==> config.mk <==
export PLATFORM = sky130hd
export DESIGN_NAME = cantx_guard
export DESIGN_NICKNAME = d
export VERILOG_FILES = /design/src/rtl/cantx_guard_pkg.sv /design/src/rtl/cantx_sync.sv /design/src/rtl/cantx_dom_timer.sv /design/src/rtl/cantx_drv_ctrl.sv /design/src/rtl/cantx_guard.sv
export SDC_FILE = /design/constraint.sdc
export NUM_CORES = 1
export LEC_CHECK = 0
export BUFFER_PORTS_ARGS = -buffer_cell sky130_fd_sc_hd__buf_2
export CAP_MARGIN = 20
export CORE_MARGIN = 5
export CORE_UTILIZATION = 57
export CTS_CLUSTER_SIZE = 8
export DETAILED_ROUTE_END_ITERATION = 10
export MAX_ROUTING_LAYER = met4
export PLACE_DENSITY_LB_ADDON = 0.08
export SYNTH_ARGS = -nofsm -noshare
export SYNTH_HDL_FRONTEND = slang
export SYNTH_SLANG_ARGS = --single-unit
export TNS_END_PERCENT = 100
==> constraint.sdc <==
create_clock -name clk -period 1.9 [get_ports clk]
set_input_delay 0.285 -clock clk [delete_from_list [all_inputs] [get_ports clk]]
set_output_delay 0.285 -clock clk [all_outputs]
set_load 0.02 [all_outputs]
==> src/rtl/cantx_guard_pkg.sv <==
package cantx_guard_pkg;

  // Synchronized view of the three asynchronous control inputs.
  typedef struct packed {
    logic txd;
    logic silent;
    logic hot;
  } guard_in_t;

  localparam int unsigned GUARD_IN_W = $bits(guard_in_t);

  // Safe values held in the synchronizer during reset: transmit looks
  // dominant (so arming needs a real high), listen-only and hot asserted.
  localparam guard_in_t GUARD_IN_RST = '{txd: 1'b0, silent: 1'b1, hot: 1'b1};

  function automatic int unsigned cnt_width(input int unsigned limit);
    return (limit < 2) ? 1 : $clog2(limit + 1);
  endfunction

endpackage

==> src/rtl/cantx_sync.sv <==
module cantx_sync #(
  parameter int unsigned W      = 3,
  parameter int unsigned STAGES = 2,
  parameter logic [W-1:0] RST_VAL = '0
) (
  input  logic         clk,
  input  logic         rst,
  input  logic [W-1:0] d,
  output logic [W-1:0] q
);

  logic [STAGES-1:0][W-1:0] stg;

  always_ff @(posedge clk) begin
    if (rst) begin
      for (int i = 0; i < STAGES; i++) stg[i] <= RST_VAL;
    end else begin
      stg[0] <= d;
      for (int i = 1; i < STAGES; i++) stg[i] <= stg[i-1];
    end
  end

  assign q = stg[STAGES-1];

endmodule

==> src/rtl/cantx_dom_timer.sv <==
module cantx_dom_timer #(
  parameter int unsigned TOUT_CYCLES = 60000
) (
  input  logic clk,
  input  logic rst,
  input  logic txd_s,
  output logic armed,
  output logic fault
);

  localparam int unsigned CW = cantx_guard_pkg::cnt_width(TOUT_CYCLES);
  localparam logic [CW-1:0] LIM    = CW'(TOUT_CYCLES);
  localparam logic [CW-1:0] LIM_M1 = CW'(TOUT_CYCLES - 1);

  logic          txd_prev;
  logic [CW-1:0] cnt_q;
  logic          fall, rise, counting;

  assign fall     = txd_prev & ~txd_s;
  assign rise     = ~txd_prev & txd_s;
  // Counting only after a falling edge has loaded the counter; it stops at LIM.
  assign counting = ~txd_s & (cnt_q != '0) & (cnt_q != LIM);

  always_ff @(posedge clk) begin
    if (rst) begin
      txd_prev <= 1'b0;
      cnt_q    <= '0;
      fault    <= 1'b0;
      armed    <= 1'b0;
    end else begin
      txd_prev <= txd_s;
      armed    <= armed | txd_s;
      if (rise) begin
        cnt_q <= '0;
        fault <= 1'b0;
      end else if (fall) begin
        cnt_q <= CW'(1);
        if (LIM == CW'(1)) fault <= 1'b1;
      end else if (counting) begin
        cnt_q <= cnt_q + CW'(1);
        if (cnt_q == LIM_M1) fault <= 1'b1;
      end
    end
  end

endmodule

==> src/rtl/cantx_drv_ctrl.sv <==
module cantx_drv_ctrl (
  input  logic armed,
  input  logic fault,
  input  cantx_guard_pkg::guard_in_t in_s,
  output logic drv_en,
  output logic drv_dom
);

  assign drv_en  = armed & ~fault & ~in_s.silent & ~in_s.hot;
  assign drv_dom = drv_en & ~in_s.txd;

endmodule

==> src/rtl/cantx_guard.sv <==
module cantx_guard #(
  parameter int unsigned TOUT_CYCLES = 60000,
  parameter int unsigned SYNC_STAGES = 2
) (
  input  logic clk,
  input  logic rst,
  input  logic txd_in,
  input  logic silent_in,
  input  logic overtemp_in,
  output logic drv_en,
  output logic drv_dom,
  output logic tout_fault
);
  import cantx_guard_pkg::*;

  guard_in_t raw_in, in_s;
  logic      txd_s, silent_s, hot_s;
  logic      armed;

  assign raw_in = '{txd: txd_in, silent: silent_in, hot: overtemp_in};

  cantx_sync #(
    .W       (GUARD_IN_W),
    .STAGES  (SYNC_STAGES),
    .RST_VAL (GUARD_IN_RST)
  ) u_sync (
    .clk (clk),
    .rst (rst),
    .d   (raw_in),
    .q   (in_s)
  );

  assign txd_s    = in_s.txd;
  assign silent_s = in_s.silent;
  assign hot_s    = in_s.hot;

  cantx_dom_timer #(
    .TOUT_CYCLES (TOUT_CYCLES)
  ) u_timer (
    .clk   (clk),
    .rst   (rst),
    .txd_s (txd_s),
    .armed (armed),
    .fault (tout_fault)
  );

  cantx_drv_ctrl u_ctrl (
    .armed   (armed),
    .fault   (tout_fault),
    .in_s    (in_s),
    .drv_en  (drv_en),
    .drv_dom (drv_dom)
  );

endmodule

# Word level (Yosys, flattened, before mapping)
# Cells that the tools add are included.
word_totals:
  ff_bits: 25
  output_inout_bits: 3
  wordCells: 32
op_classes:
  n_addsub: 1
  eq_ne: 2
  n_mux: 2
  n_bitwise: 15
  n_reduce_logical: 5
op_table:
  columns: ["op", "count"]
  rows:
  - ["16-bit by 1-bit adder with 16-bit output (second input constant)", 1]
  - ["16-bit equality test (second input constant)", 1]
  - ["16-bit inequality test (second input constant)", 1]
  - ["16-bit nonzero test", 1]
  - ["1-bit bitwise AND", 8]
  - ["1-bit inverter", 6]
  - ["3-bit AND reduction", 1]
  - ["3-bit OR reduction", 1]
  - ["1-bit 2-to-1 mux", 2]
  - ["2-bit nonzero test", 1]
  - ["2-bit OR reduction", 1]
  - ["1-bit bitwise OR", 1]

# Depth between registers and ports, before layout
depth:
  ltp_word: 5
  depth_mapped: 6

# By module
# Synthesis repeated with hierarchy kept, for this count alone.
unflattened:
  hier_cells: 121
  hier_area_um2: 1141.1
modules_own_cells:
  columns: ["module", "instances", "cells_each", "area_per_inst_um2", "seq_area_each_um2"]
  rows:
  - ["cantx_dom_timer", 1, 104, 928.4, 380.4]
  - ["cantx_sync", 1, 15, 180.2, 120.1]
  - ["cantx_drv_ctrl", 1, 2, 32.5, 0.0]

# Worst setup path after synthesis
# No wires, ideal clock.
synth_timing:
  path_type: "reg-to-output"
  from: "reg u_timer.fault"
  to: "out drv_dom"
  arrival_ns: 1.658
  path_slack_ns: -0.043
  stages_incl_launch_ff: 3
  n_path_buf: 0
  cell_sequence: "dfxtp_1 > nor4b_1 > nor2b_1"
synth_between:
  elab_chain_len: 5
synth_lines:
  columns: ["item", "line_no", "text"]
  rows:
  - ["from (decl)", "cantx_dom_timer.sv:8", "output logic fault"]
  - ["from (signal assigned)", "cantx_dom_timer.sv:28", "fault <= 1'b0;"]
  - ["from (signal assigned)", "cantx_dom_timer.sv:35", "fault <= 1'b0;"]
  - ["from (signal assigned)", "cantx_dom_timer.sv:38", "if (LIM == CW'(1)) fault <= 1'b1;"]
  - ["1-bit inverter", "cantx_drv_ctrl.sv:9", "assign drv_en = armed & ~fault & ~in_s.silent & ~in_s.hot;"]
  - ["1-bit bitwise AND (3 in series)", "cantx_drv_ctrl.sv:9", null]
  - ["net drv_en", "cantx_guard.sv:10", "output logic drv_en,"]
  - ["1-bit bitwise AND", "cantx_drv_ctrl.sv:10", "assign drv_dom = drv_en & ~in_s.txd;"]
  - ["to (decl)", "cantx_guard.sv:11", "output logic drv_dom,"]
# The timed path passes the listed nets, and every way through them passes these cells.

# Final worst setup path
layout_timing:
  from: "reg u_timer.cnt_q[0]"
  to: "reg u_timer.cnt_q[1]"
layout_between:
  elab_chain_len: 3
  elab_cells_between_ends: 5
  classes_between: "add/sub (1); eq/ne (1); bitwise (2); reduce/logical (1)"
layout_lines:
  columns: ["item", "line_no", "text"]
  rows:
  - ["from (decl)", "cantx_dom_timer.sv:16", "logic [CW-1:0] cnt_q;"]
  - ["from (signal assigned)", "cantx_dom_timer.sv:40", "cnt_q <= cnt_q + CW'(1);"]
  - ["parallel branches: the longest is 3 deep, another holds 16-bit by 1-bit adder with 16-bit output", null, null]
# Several ways; the timed one is not identified.
# A chain may end at the register's enable or synchronous reset.

==> flow_metrics.py <==
metrics = {
    "status": {
        "status": "complete, no violations",
    },
    "sta": {
        "min_period_ns": 1.69,
        "setup_violations": 0,
        "hold_ws_ns": 0.134,
        "rsz0062_at_grt": "no",
        "tns_ns": 0,
        "min_period_over_period_pct": 89.2,
        "finalHoldViolations": 0,
        "fin_skew_ns": 0.0103,
        "clock.fmax_mhz": 590,
        "max-slew-margin-rel_pct": 65.2,
        "drv_slew": 0,
        "worst_pin_slew_ns": 0.515,
    },
    "global_route": {
        "met2_usage_pct": 23.8,
        "track_usage_pct": 15.9,
        "grt_max_degree": 15,
        "met3_usage_pct": 4.90,
        "antenna_found_initial": 0,
        "grt_use_met1_pct": 19.9,
        "busiest_layer": "met2",
        "grt_pass1_wl_mm": 3.26,
        "overflow": 0,
        "grt_pass1_vias": 753,
    },
    "yosys": {
        "synth_seq_cells": 25,
        "netlist_area_sq_um": 1140,
        "yosysWarnings": 0,
        "synth_cell_type_count": 35,
        "yosysSeqAreaShare_pct": 43.8,
        "syn-num-nets": 132,
        "netlist.area_leader.share_pct": 43.8,
        "synth_top_flop_cell": "dfxtp_1",
        "synth.top_cells.by_area": "dfxtp_1 44%, nor2_1 4.9%, xnor2_1 4.6%, xor2_1 4.6%, nor2b_1 3.3%",
        "yosys.area.top_type": "dfxtp_1",
        "syn_avg_cell_area_sq_um": 9.14,
        "synth_cells": 125,
        "async_reset_ff_share_pct": 0,
        "synth-edff-count": 0,
    },
    "clocking": {
        "post_cts_buffers": 0,
        "clock_path_buffers": 2,
        "htreeDepth": 1,
        "cts_tree": "done",
        "postCtsHoldBufs": 0,
        "cts-root-buf": "clkbuf_4",
        "cts_sinks": 25,
        "ctsResizeCount": 0,
        "clk_pin_slew_ns": 0.13,
        "clock_latency_ns": 0.32,
        "numCtsBuffers": 3,
    },
    "finish": {
        "syn2layout_area_growth_pct": 7.45,
        "fill_cells": 181,
        "diodes": 0,
        "fin_area_sq_um": 1230,
        "drive_gt1_share_pct": 18.9,
        "final_nets": 140,
        "final_util_pct": 63.2,
        "multi_input_area_sq_um": 616,
        "ff_latch_area_sq_um": 500,
    },
    "pwr": {
        "p_seq_share_pct": 65.4,
        "peakVddDrop_v": 0.000686,
        "intPower_mw": 0.642,
        "power_leakage_nw": 0.453,
        "p_comb_share_pct": 6.8,
        "power_mw": 0.835,
        "pwr-share-clk_pct": 27.8,
        "p_per_area_nw_per_um2": 680,
        "power.net_switching_mw": 0.193,
        "power_switching_share_pct": 23.1,
    },
    "worst_setup_path": {
        "startpoint": "u_timer.cnt_q[0]",
        "r2r_start": "u_timer.cnt_q[0]",
        "path_max_fanout": 5,
        "path_class": "reg2reg",
        "cp_data_arrival_time_ns": 1.93,
        "critPathLaunchType": "flop",
        "end_kind": "flop",
        "crit_required_ns": 2.14,
    },
    "place": {
        "io_buffers": 7,
        "dpl_cell_area_sq_um": 1200,
        "hpwl_mm": 1.42,
        "gp_congestion": 0.819,
    },
    "route": {
        "via_per_inst": 5.30,
        "drt_iter0_drc": 14,
        "num_vias": 842,
        "antenna_left": 0,
        "routedWlPerCell_um": 11.8,
        "first_pass_iters": 4,
        "drt_wl_total_mm": 1.87,
        "drc": 0,
    },
    "floorplan": {
        "boundaryPins": 8,
        "die_h_um": 54.8,
        "fp-row-count": 16,
        "design.core.area_sq_um": 1940,
        "die_w_um": 54.8,
        "die_area_sq_um": 3000,
        "start_util_pct": 58.8,
    },
    "worst_hold_path": {
        "hold_path.class": "in2reg",
        "min_from": "silent_in",
    },
    "flow_run": {
        "cap_violations": 0,
    },
}
## synth_stat cells, types with 2 or more instances
cell type  number
xnor2_1         6
and2_1          2
clkbuf_1        2
or3_1           2
buf_2           2
dfxtp_1        25
xor2_1          6
inv_1           4
nor3_1          5
o21a_1          2
nor4b_1         3
nand3_1         5
nand4_1         2
a21oi_1         3
or2_2           4
nor4_1          2
a31oi_1         2
nor2_1         15
ha_1            2
or3_2           2
nor2b_1         6
and3_2          2
nand2_1         9
## area by class of cell
class / count / area share [%]
clock buffers: 3 / 1.83
clock inverters: 1 / 0.408
inverters: 4 / 1.22
multi-input cells: 92 / 50.2
flip-flops and latches: 25 / 40.8
well taps: 27 / 2.75
repair buffers: 7 / 2.85
## registers in the layout, summed over array words and instances (netlist names)
name	cells
u_timer.armed	1
u_sync.q	3
u_sync.stg	3
u_timer.fault	1
u_timer.cnt_q	16
u_timer.txd_prev	1
## metal layers
metal / vias to the layer above / wire, um
met1: 381 / 904
met2: 14 / 879
li1: 445 / -
met4: 0 / 15
met5: - / 0
met3: 2 / 71
## worst paths after layout
kind	end	slack (ns)	cells past startpoint
worst min register to register	u_sync.q[1]	0.44	1
worst min-delay path	u_sync.stg[1]	0.13	2
worst max-delay path	u_timer.cnt_q[1]	0.21	6
worst max register to register	u_timer.cnt_q[1]	0.21	6
## cell usage in the layout (no fill, tap or decap), drive strengths merged, types with 5 or more instances in the layout
cell type | Yosys | final
dfxtp | 25 | 25
nor2 | 15 | 15
nand2 | 9 | 9
buf | 2 | 7
nor2b | 6 | 6
xor2 | 6 | 6
xnor2 | 6 | 6
nor3 | 6 | 6
nand3 | 5 | 5
or3 | 5 | 5
## logic make-up (layout without fill, tap and decap cells)
family          after synthesis  count (layout)  synth area share (%)
simple gates                 69              69                  36.0
flops                        25              25                  43.8
xor+xnor                     12              12                  9.20
compound gates                9               9                  5.91
buf+inv                       8              15                  2.85
fa+ha+maj                     2               2                  2.19
## critical path: stages, from the launching register on
cell	delay [ns]
dfxtp_1	0.37
inv_1	0.10
ha_1	0.14
or4b_1	0.48
a211oi_4	0.25
nor3b_1	0.08
o21a_1	0.19
## power groups by stage
stage | sequential [mW] | clock, mW | combinational [mW]
global route | 0.548 | 0.270 | 0.0666
global placement | 0.557 | 0 | 0.0558
detailed placement | 0.558 | 0 | 0.0573
CTS | 0.547 | 0.245 | 0.0580
floorplan | 0.554 | 0 | 0.0486
finish | 0.546 | 0.232 | 0.0569
## metrics by stage
stage	worst slack (ns)	std cells
after floorplan	0.260	125
after global placement	0.261	155
after detailed placement	0.225	155
after CTS	0.194	159
after global routing	0.100	159
final	0.205	159
Note: power is estimated with default switching activity, not from simulation.
